$ cat src/rtl/can_bt_pkg.sv
package can_bt_pkg;

    // Segment codes; the protocol engine decodes these values.
    typedef enum logic [1:0] {
        SEG_SYNC = 2'd0,
        SEG_TS1  = 2'd1,
        SEG_TS2  = 2'd2
    } seg_e;

endpackage

$ cat src/rtl/can_bt_cfgsel.sv
// Picks the active timing set, decodes minus-one fields and clamps the jump width.
module can_bt_cfgsel #(
    parameter int NDIV_W = 8,
    parameter int NS1_W  = 8,
    parameter int NS2_W  = 7,
    parameter int NJ_W   = 7,
    parameter int DDIV_W = 8,
    parameter int DS1_W  = 5,
    parameter int DS2_W  = 4,
    parameter int DJ_W   = 4,
    parameter int DIV_W  = 8,
    parameter int LEN_W  = 9
) (
    input  logic [NDIV_W-1:0] nom_div,
    input  logic [NS1_W-1:0]  nom_seg1,
    input  logic [NS2_W-1:0]  nom_seg2,
    input  logic [NJ_W-1:0]   nom_jump,
    input  logic [DDIV_W-1:0] dat_div,
    input  logic [DS1_W-1:0]  dat_seg1,
    input  logic [DS2_W-1:0]  dat_seg2,
    input  logic [DJ_W-1:0]   dat_jump,
    input  logic              use_data,
    output logic [DIV_W-1:0]  div_act,
    output logic [LEN_W-1:0]  s1_len,
    output logic [LEN_W-1:0]  s2_len,
    output logic [LEN_W-1:0]  jump_len
);

    logic [LEN_W-1:0] jump_raw;

    always_comb begin
        if (use_data) begin
            div_act  = DIV_W'(dat_div);
            s1_len   = LEN_W'(dat_seg1) + LEN_W'(1);
            s2_len   = LEN_W'(dat_seg2) + LEN_W'(1);
            jump_raw = LEN_W'(dat_jump) + LEN_W'(1);
        end else begin
            div_act  = DIV_W'(nom_div);
            s1_len   = LEN_W'(nom_seg1) + LEN_W'(1);
            s2_len   = LEN_W'(nom_seg2) + LEN_W'(1);
            jump_raw = LEN_W'(nom_jump) + LEN_W'(1);
        end
        jump_len = jump_raw;
        if (s1_len < jump_len) jump_len = s1_len;
        if (s2_len < jump_len) jump_len = s2_len;
        // R10 guard, immediate form
        a_jump_clamp_r10: assert (jump_len <= s1_len && jump_len <= s2_len && jump_len != '0);
    end

endmodule

$ cat src/rtl/can_bt_prescaler.sv
// Divides the CAN clock into time quanta.
module can_bt_prescaler #(
    parameter int DIV_W = 8
) (
    input  logic             clk,
    input  logic             rst_n,
    input  logic             restart,
    input  logic [DIV_W-1:0] div_act,
    output logic             tick
);

    logic [DIV_W-1:0] pc_d, pc_q;

    assign tick = (pc_q >= div_act);

    always_comb begin
        if (restart)   pc_d = '0;
        else if (tick) pc_d = '0;
        else           pc_d = pc_q + DIV_W'(1);
    end

    always_ff @(posedge clk or negedge rst_n) begin
        if (!rst_n) pc_q <= '0;
        else        pc_q <= pc_d;
    end

    p_restart_zero_r6: assert property (@(posedge clk) disable iff (!rst_n)
        restart |=> (pc_q == '0));

    p_count_step_r2: assert property (@(posedge clk) disable iff (!rst_n)
        (!tick && !restart) |=> (pc_q == $past(pc_q) + DIV_W'(1)));

    p_wrap_after_tick_r2: assert property (@(posedge clk) disable iff (!rst_n)
        (tick && !restart) |=> (pc_q == '0));

endmodule

$ cat src/rtl/can_bt_segctl.sv
// Segment sequencer with edge resynchronization and rate-set latch.
module can_bt_segctl
    import can_bt_pkg::*;
#(
    parameter int LEN_W = 9,
    parameter int CNT_W = 10
) (
    input  logic             clk,
    input  logic             rst_n,
    input  logic             tick,
    input  logic             hard_sync,
    input  logic             rx,
    input  logic             rate_sel,
    input  logic [LEN_W-1:0] s1_len,
    input  logic [LEN_W-1:0] s2_len,
    input  logic [LEN_W-1:0] jump_len,
    output logic             sample_pt,
    output logic             bit_end,
    output logic [1:0]       seg,
    output logic             data_phase
);

    typedef struct packed {
        seg_e             seg;
        logic [CNT_W-1:0] cnt;
        logic [LEN_W-1:0] ext;
        logic [LEN_W-1:0] shr;
        logic             used;
        logic             dphase;
        logic             rx_s1;
        logic             rx_s2;
    } st_t;

    st_t st_d, st_q;

    logic             edge_seen, rs_ok, s1_last, s2_last, samp, bend;
    logic [CNT_W-1:0] e_val, rem, s1_stop, s2_stop;

    always_comb begin
        st_d       = st_q;
        st_d.rx_s1 = rx;
        st_d.rx_s2 = st_q.rx_s1;

        edge_seen = st_q.rx_s2 && !st_q.rx_s1;
        rs_ok     = edge_seen && !st_q.used && (st_q.seg != SEG_SYNC);
        e_val     = st_q.cnt + CNT_W'(1);
        rem       = CNT_W'(s2_len) - CNT_W'(1) - st_q.cnt;

        if (rs_ok) begin
            st_d.used = 1'b1;
            if (st_q.seg == SEG_TS1)
                st_d.ext = (e_val > CNT_W'(jump_len)) ? jump_len : LEN_W'(e_val);
            else
                st_d.shr = (rem > CNT_W'(jump_len)) ? jump_len : LEN_W'(rem);
        end

        s1_stop = CNT_W'(s1_len) - CNT_W'(1) + CNT_W'(st_d.ext);
        s2_stop = CNT_W'(s2_len) - CNT_W'(1);
        s1_last = (st_q.cnt >= s1_stop);
        s2_last = ((st_q.cnt + CNT_W'(st_d.shr)) >= s2_stop);
        samp    = tick && (st_q.seg == SEG_TS1) && s1_last;
        bend    = tick && (st_q.seg == SEG_TS2) && s2_last;

        if (tick) begin
            unique case (st_q.seg)
                SEG_SYNC: begin
                    st_d.seg = SEG_TS1;
                    st_d.cnt = '0;
                end
                SEG_TS1: begin
                    if (s1_last) begin
                        st_d.seg = SEG_TS2;
                        st_d.cnt = '0;
                    end else begin
                        st_d.cnt = st_q.cnt + CNT_W'(1);
                    end
                end
                default: begin
                    if (s2_last) begin
                        st_d.seg    = SEG_SYNC;
                        st_d.cnt    = '0;
                        st_d.ext    = '0;
                        st_d.shr    = '0;
                        st_d.used   = 1'b0;
                        st_d.dphase = rate_sel;
                    end else begin
                        st_d.cnt = st_q.cnt + CNT_W'(1);
                    end
                end
            endcase
        end

        if (hard_sync) begin
            st_d.seg  = SEG_SYNC;
            st_d.cnt  = '0;
            st_d.ext  = '0;
            st_d.shr  = '0;
            st_d.used = 1'b0;
        end
    end

    always_ff @(posedge clk or negedge rst_n) begin
        if (!rst_n) begin
            st_q <= '{seg: SEG_SYNC, cnt: '0, ext: '0, shr: '0, used: 1'b0,
                      dphase: 1'b0, rx_s1: 1'b1, rx_s2: 1'b1};
        end else begin
            st_q <= st_d;
        end
    end

    assign sample_pt  = samp;
    assign bit_end    = bend;
    assign seg        = st_q.seg;
    assign data_phase = st_q.dphase;

    p_strobe_on_tick_r3: assert property (@(posedge clk) disable iff (!rst_n)
        (sample_pt || bit_end) |-> tick);

    p_sync_one_tq_r3: assert property (@(posedge clk) disable iff (!rst_n)
        (st_q.seg == SEG_SYNC && tick && !hard_sync) |=> (st_q.seg == SEG_TS1));

    p_phase_hold_r5: assert property (@(posedge clk) disable iff (!rst_n)
        !bit_end |=> $stable(st_q.dphase));

    p_hard_restart_r6: assert property (@(posedge clk) disable iff (!rst_n)
        hard_sync |=> (st_q.seg == SEG_SYNC && st_q.cnt == '0));

    p_one_resync_r9: assert property (@(posedge clk) disable iff (!rst_n)
        (st_q.used && !bit_end && !hard_sync) |=> st_q.used);

    p_ext_bound_r10: assert property (@(posedge clk) disable iff (!rst_n)
        (st_q.ext <= jump_len) && (st_q.shr <= jump_len));

endmodule

$ cat src/rtl/can_fd_bittime.sv
module can_fd_bittime #(
    parameter int NDIV_W = 8,
    parameter int NS1_W  = 8,
    parameter int NS2_W  = 7,
    parameter int NJ_W   = 7,
    parameter int DDIV_W = 8,
    parameter int DS1_W  = 5,
    parameter int DS2_W  = 4,
    parameter int DJ_W   = 4
) (
    input  logic              clk,
    input  logic              rst_n,
    input  logic [NDIV_W-1:0] nom_div,
    input  logic [NS1_W-1:0]  nom_seg1,
    input  logic [NS2_W-1:0]  nom_seg2,
    input  logic [NJ_W-1:0]   nom_jump,
    input  logic [DDIV_W-1:0] dat_div,
    input  logic [DS1_W-1:0]  dat_seg1,
    input  logic [DS2_W-1:0]  dat_seg2,
    input  logic [DJ_W-1:0]   dat_jump,
    input  logic              rate_sel,
    input  logic              hard_sync,
    input  logic              rx,
    output logic              tq_tick,
    output logic              sample_pt,
    output logic              bit_end,
    output logic [1:0]        seg,
    output logic              data_phase
);

    localparam int DIV_W = (NDIV_W > DDIV_W) ? NDIV_W : DDIV_W;
    localparam int W_A   = (NS1_W > NS2_W) ? NS1_W : NS2_W;
    localparam int W_B   = (W_A > NJ_W) ? W_A : NJ_W;
    localparam int W_C   = (DS1_W > DS2_W) ? DS1_W : DS2_W;
    localparam int W_D   = (W_C > DJ_W) ? W_C : DJ_W;
    localparam int FLD_W = (W_B > W_D) ? W_B : W_D;
    localparam int LEN_W = FLD_W + 1;
    localparam int CNT_W = LEN_W + 1;

    logic [DIV_W-1:0] div_act;
    logic [LEN_W-1:0] s1_len, s2_len, jump_len;

    can_bt_cfgsel #(
        .NDIV_W(NDIV_W), .NS1_W(NS1_W), .NS2_W(NS2_W), .NJ_W(NJ_W),
        .DDIV_W(DDIV_W), .DS1_W(DS1_W), .DS2_W(DS2_W), .DJ_W(DJ_W),
        .DIV_W(DIV_W), .LEN_W(LEN_W)
    ) u_cfgsel (
        .nom_div (nom_div),
        .nom_seg1(nom_seg1),
        .nom_seg2(nom_seg2),
        .nom_jump(nom_jump),
        .dat_div (dat_div),
        .dat_seg1(dat_seg1),
        .dat_seg2(dat_seg2),
        .dat_jump(dat_jump),
        .use_data(data_phase),
        .div_act (div_act),
        .s1_len  (s1_len),
        .s2_len  (s2_len),
        .jump_len(jump_len)
    );

    can_bt_prescaler #(.DIV_W(DIV_W)) u_presc (
        .clk    (clk),
        .rst_n  (rst_n),
        .restart(hard_sync),
        .div_act(div_act),
        .tick   (tq_tick)
    );

    can_bt_segctl #(.LEN_W(LEN_W), .CNT_W(CNT_W)) u_segctl (
        .clk       (clk),
        .rst_n     (rst_n),
        .tick      (tq_tick),
        .hard_sync (hard_sync),
        .rx        (rx),
        .rate_sel  (rate_sel),
        .s1_len    (s1_len),
        .s2_len    (s2_len),
        .jump_len  (jump_len),
        .sample_pt (sample_pt),
        .bit_end   (bit_end),
        .seg       (seg),
        .data_phase(data_phase)
    );

endmodule

$ cat config.mk
export PLATFORM = sky130hd
export DESIGN_NAME = can_fd_bittime
export DESIGN_NICKNAME = d
export VERILOG_FILES = /design/src/rtl/can_bt_pkg.sv /design/src/rtl/can_bt_cfgsel.sv /design/src/rtl/can_bt_prescaler.sv /design/src/rtl/can_bt_segctl.sv /design/src/rtl/can_fd_bittime.sv
export SDC_FILE = /design/constraint.sdc
export NUM_CORES = 1
export LEC_CHECK = 0
export ABC_AREA = 1
export BUFFER_PORTS_ARGS = -buffer_cell sky130_fd_sc_hd__buf_2
export CAP_MARGIN = 20
export CORE_MARGIN = 8
export CORE_UTILIZATION = 30
export CTS_CLUSTER_SIZE = 14
export DETAILED_ROUTE_END_ITERATION = 7
export GPL_TIMING_DRIVEN = 0
export PLACE_DENSITY = 0.48
export SLEW_MARGIN = 20
export SYNTH_ARGS = -nofsm -noshare
export SYNTH_HDL_FRONTEND = slang
export SYNTH_SLANG_ARGS = --single-unit
$ cat constraint.sdc
create_clock -name clk -period 25.4 [get_ports clk]
set_clock_uncertainty 0.1 [all_clocks]
set_input_delay 5.08 -clock clk [delete_from_list [all_inputs] [get_ports clk]]
set_output_delay 5.08 -clock clk [all_outputs]
set_load 0.01 [all_outputs]
# After elaboration in Yosys (flattened, before gate mapping)
# Cells that the tools add are included.
totals:
  regBits: 42
op_classes:
  n_bitwise: 1
  mux: 22
  add_sub_neg: 13
  n_eq_ne: 3
  reduce_logical: 16
  order_cmp: 7
ops:
  columns: ["operator", "count"]
  rows:
  - ["2-to-1 mux 9 bit", 9]
  - ["2-to-1 mux 20 bit", 2]
  - ["2-to-1 mux 32 bit", 1]
  - ["2-to-1 mux 31 bit", 1]
  - ["2-to-1 mux 8 bit", 3]
  - ["one-hot mux 12 bit (2 select lines)", 1]
  - ["adder 10 x 9 -> 10 bit", 2]
  - ["greater-or-equal comparator 10 bit", 2]
  - ["greater-than comparator 10 x 9 -> 1 bit", 2]
  - ["2-to-1 mux 10 bit", 2]
  - ["subtractor 9 x 1 -> 10 bit (second input constant)", 2]
  - ["2-to-1 mux 19 bit", 1]
  - ["< comparator 9 bit", 2]
  - ["adder 7 x 1 -> 8 bit (second input constant)", 2]
  - ["adder 10 x 1 -> 10 bit (second input constant)", 1]
  - ["adder 4 x 1 -> 5 bit (second input constant)", 2]
  - ["subtractor 10 bit", 1]
  - ["adder 8 x 1 -> 9 bit (second input constant)", 1]
  - ["adder 8 x 1 -> 8 bit (second input constant)", 1]
  - ["greater-or-equal comparator 8 bit", 1]
  - ["logical AND 1 bit", 7]
  - ["adder 5 x 1 -> 6 bit (second input constant)", 1]
  - ["AND reduction 3 bit", 2]
  - ["2-to-1 mux 2 bit", 2]
  - ["other kinds (9)", 11]

# Longest topological paths before layout
depth:
  depth_word: 16
  ltp_mapped: 64
  depth_no_buf: 63

# Modules after synthesis
# A second synthesis with hierarchy kept.
hier_totals:
  hier_cells: 965
  hier_area_um2: 6473.7
by_module_without_submodules:
  columns: ["module", "cells_each", "area_each_um2", "instances"]
  rows:
  - ["can_bt_segctl", 615, 4449.3, 1]
  - ["can_bt_cfgsel", 267, 1412.6, 1]
  - ["can_bt_prescaler", 83, 611.8, 1]

# Least setup slack after synthesis
# No wires, ideal clock.
synth_path:
  path_kind: "input -> output"
  start: "input nom_seg1[0]"
  end: "output sample_pt"
  t_required_ns: 20.220
  path_stages: 53
  setup_slack_ns: 7.694
  arrival_time_ns: 12.526
  path_cell_list: "nand3_1 -> nor2_1 -> inv_1 -> nor2_1 -> a21oi_1 -> a211oi_1 -> ha_1 -> a21oi_1 -> nand2_1 -> a21oi_2 -> nand2_2 -> clkbuf_1 -> o21ai_0 -> ha_1 -> a21oi_1 -> nand3b_1 -> a21oi_1 -> nor3_1 -> [... 17 more ...] -> inv_1 -> fa_1 -> o21ai_0 -> a21oi_1 -> o21bai_1 -> nand2_1 -> nand2_1 -> a21oi_1 -> xor2_1 -> ha_1 -> a21oi_1 -> o21ai_0 -> a21oi_1 -> nand4_1 -> inv_1 -> nor2_1 -> o21ai_0 -> nor2_1"
synth_via:
  elab_chain_cells: 13
synth_lines:
  columns: ["item", "line", "source"]
  rows:
  - ["start: declaration", "can_fd_bittime.sv:14", "input logic [NS1_W-1:0] nom_seg1,"]
  - ["adder 8 x 1 -> 9 bit (*)", "can_bt_cfgsel.sv:39", "s1_len = LEN_W'(nom_seg1) + LEN_W'(1);"]
  - ["2-to-1 mux 9 bit (*)", "can_bt_cfgsel.sv:32", "if (use_data) begin"]
  - ["< comparator 9 bit", "can_bt_cfgsel.sv:44", "if (s1_len < jump_len) jump_len = s1_len;"]
  - ["2-to-1 mux 9 bit", "can_bt_cfgsel.sv:44", null]
  - ["< comparator 9 bit", "can_bt_cfgsel.sv:45", "if (s2_len < jump_len) jump_len = s2_len;"]
  - ["2-to-1 mux 9 bit", "can_bt_cfgsel.sv:45", null]
  - ["greater-than comparator 10 x 9 -> 1 bit", "can_bt_segctl.sv:52", "st_d.ext = (e_val > CNT_W'(jump_len)) ? jump_len : LEN_W'(e_val);"]
  - ["2-to-1 mux 9 bit", "can_bt_segctl.sv:52", null]
  - ["2-to-1 mux 9 bit", "can_bt_segctl.sv:51", "if (st_q.seg == SEG_TS1)"]
  - ["2-to-1 mux 19 bit", "can_bt_segctl.sv:49", "if (rs_ok) begin"]
  - ["adder 10 x 9 -> 10 bit (*)", "can_bt_segctl.sv:57", "s1_stop = CNT_W'(s1_len) - CNT_W'(1) + CNT_W'(st_d.ext);"]
  - ["greater-or-equal comparator 10 bit (*)", "can_bt_segctl.sv:59", "s1_last = (st_q.cnt >= s1_stop);"]
  - ["logical AND 1 bit (*)", "can_bt_segctl.sv:61", "samp = tick && (st_q.seg == SEG_TS1) && s1_last;"]
  - ["end: declaration", "can_fd_bittime.sv:25", "output logic sample_pt,"]
# Mark *: on every way between the ends. The rest lies on a longest branch, timed or not.

# Worst setup path after layout
# Ends and elaborated chain as after synthesis.

==> results.yml <==
outcome:
  status: "finished, final reports clean"
synthesis:
  seq_area_frac_synth_pct: 17.0
  synth.largest_area_cell: "ha_1"
  synth_area_um2: 6190
  ys_ff_latch: 42
  ys.flop_type: "dfrtp_1"
  yosysWarnings: 0
  async_flop_share_pct: 100
  synth.distinct_cells: 54
  yosysTopAreaCellShare_pct: 20.6
  synth_area_leaders: "ha_1 21%, dfrtp_1 16%, nand2_1 10%"
  post_synth.cell_area_avg_um2: 6.88
  synth_cells: 900
  synth_edf_count: 0
hold_path:
  hold_end: "u_segctl.st_q[0]"
  hold_path.class: "register to register"
  worstHoldStart: "u_segctl.st_d[0]"
  hold_depth: 0
final_layout:
  fin_area_um2: 6990
  drive_gt1_share_pct: 15.2
  seq_area_um2: 1050
  antenna_cells: 0
  n_fill_cell: 2226
  layout_commonest_cell: "nand2_1"
  multiInputGateArea_um2: 4450
  area_growth_pct: 12.9
  nNetsFinal: 1130
  layout_common_cells: "167 x nand2_1, 159 x inv_1, 102 x ha_1"
critical_path:
  r2r_slack_ns: 15.02
  cp_max_fo: 10
  worstPathArrival_ns: 14.25
  crit_type: "input pin to output port"
  cpMaxStageDelayCell: "nor3_1"
  cp_slowest_stage_delay_ns: 0.41
  crit_path_start: "nom_seg1[0]"
  r2r_end: "u_segctl.st_q[7]"
  critPathRequiredTime_ns: 20.22
  rr_worst_depth: 55
  cp-end-kind: "output port"
  start_kind: "input pin"
  r2r-start: "u_segctl.data_phase"
timing:
  tightest_slew_ns: 0.662
  setup_viol: 0
  fmax_mhz: 51.5
  maxSlewViolCount: 0
  hold_viol_final: 0
  final.period_utilization_pct: 76.5
  whs_ns: 0.267
  min_period_ns: 19.43
  grt_setup_unrepaired: "no"
  setup_tns_ns: 0
  maxSlewHeadroom_pct: 55.4
cts:
  postCtsResizedCells: 0
  cts_buffers: 5
  cts_setup_buffers: 0
  cts_sinks: 42
  clkSlewWorstSetupHoldPaths_ns: 0.07
  cts-root-buf: "clkbuf_16"
  cts_hold_buf: 0
  htreeDepth: 2
  cts_buffer_depth: 2
  insertion_delay_ns: 0.29
  cts_tree: "built"
floorplanning:
  die_area_um2: 25500
  rows: 52
  core_um2: 20200
  start_util_pct: 30.6
  die_h_um: 160
  io-pin-count: 62
  dieWidth_um: 160
power:
  power_mw: 0.252
  power.switching_mw: 0.106
  combPwrFrac_pct: 46.6
  irDropWorstVdd_mv: 0.0266
  p_seq_share_pct: 27.1
  sw_frac_of_total_pct: 41.9
  powerDensity_nw_per_um2: 36.0
  leakage_nw: 3.90
  p_clk_share_pct: 26.3
  internal_power_mw: 0.146
grt:
  grt_max_degree: 43
  grtUsageTotal_pct: 13.7
  antenna_found_initial: 0
  grt_overflow_total: 0
  grt_pass1_wl_um: 28600
  grt_pass1_vias: 5678
placed_design:
  placed_cell_area_um2: 6840
  gp_congestion: 0.827
  hpwlAfterDp_um: 15000
  portBuffers: 61
routing:
  drt-vias-per-instance: 4.64
  wire_per_inst_um: 14.0
  via_count: 5755
  first_iter_violations: 244
  route.detailed.drc: 0
  dr.pass1.iters: 5
  ant_nets: 0
  routed_wl_um: 17300
job:
  cap_violations: 0
-- registers in the layout, summed over array words and instances (netlist names) --
signal	count
u_segctl.data_phase	1
u_presc.pc_q	8
u_segctl.st_q	30
u_segctl.st_d	1
u_segctl.seg	2
-- cells by family (layout without fill, tap and decap cells) --
| group | after synthesis | count (layout) | share of synthesized area [%] |
|---|---|---|---|
| compound gates | 139 | 139 | 12.9 |
| xor+xnor | 37 | 37 | 5.23 |
| fa+ha+maj | 105 | 105 | 21.6 |
| buf+inv | 176 | 245 | 11.2 |
| flops | 42 | 42 | 17.0 |
| mux | 8 | 8 | 1.29 |
| other cells | 1 | 2 | 0.0605 |
| simple gates | 392 | 392 | 30.8 |
-- synth_stat cells, types with 4 or more instances --
| cell type | count |
|---|---|
| nand4_1 | 8 |
| inv_2 | 4 |
| a21oi_1 | 60 |
| clkbuf_1 | 4 |
| o21ai_0 | 43 |
| nand2_1 | 167 |
| nand3_2 | 12 |
| xnor2_1 | 11 |
| mux2i_1 | 8 |
| nand2_2 | 24 |
| o32ai_1 | 5 |
| dfrtp_1 | 40 |
| o21bai_1 | 8 |
| and2_1 | 7 |
| nor2_1 | 78 |
| nor2_2 | 5 |
| xor2_1 | 26 |
| inv_1 | 159 |
| nand3_1 | 56 |
| nor3_1 | 8 |
| o21a_1 | 4 |
| or2_2 | 5 |
| ha_1 | 102 |
-- layer usage --
metal,up-vias,GRT usage [%],part of all wire (%)
li1,3074,-,-
met1,2586,18.1,49
met2,87,24.2,47
met3,8,1.21,2.9
met4,0,1.97,0.64
met5,-,0,0
-- power by group through the flow --
stage	Clock, mW	Combinational [mW]	Sequential (mW)
6_report	0.0663	0.117	0.0683
3_5_place_dp	0	0.118	0.0696
5_1_grt	0.0712	0.137	0.0684
4_1_cts	0.0687	0.118	0.0684
3_3_place_gp	0	0.117	0.0696
2_1_floorplan	0	0.0870	0.0694
-- cell type report --
type	count	share of cell area (%)
Clock buffer	5	1.79
Timing Repair Buffer	61	4.40
Clock inverter	3	0.358
Inverter	164	8.80
Sequential cell	42	15.1
Multi-Input combinational cell	683	63.7
Tap cell	270	4.83
Buffer	12	1.07
-- how the worst max path moves through the flow --
stage	endpoint	slack, ns	cells after the start
2_1_floorplan	sample_pt	7.69	53
3_5_place_dp	sample_pt	6.01	55
4_1_cts	sample_pt	5.99	55
3_3_place_gp	sample_pt	6.03	55
5_1_grt	sample_pt	5.02	54
6_report	sample_pt	5.97	54
-- critical path, delay by kind of cell --
family | cells | cell delay [ns]
XOR/XNOR | 1 | 0.14
AND/OR/NAND/NOR | 23 | 3.20
AO/OA/AOI/OAI | 14 | 2.42
buffers and inverters | 8 | 1.08
adder cells (fa/ha/maj) | 8 | 2.32
-- per-stage QoR --
| step | util [%] | setup slack (ns) | std cells |
|---|---|---|---|
| 6_report | 34.6 | 5.97 | 1240 |
| 5_1_grt | 34.6 | 5.02 | 1240 |
| 4_1_cts | 34.5 | 5.99 | 1240 |
| 3_5_place_dp | 33.8 | 6.01 | 1232 |
| 3_3_place_gp | 33.8 | 6.03 | 1232 |
| 2_1_floorplan | - | 7.69 | 901 |
Power figures use the tool's default switching activity.
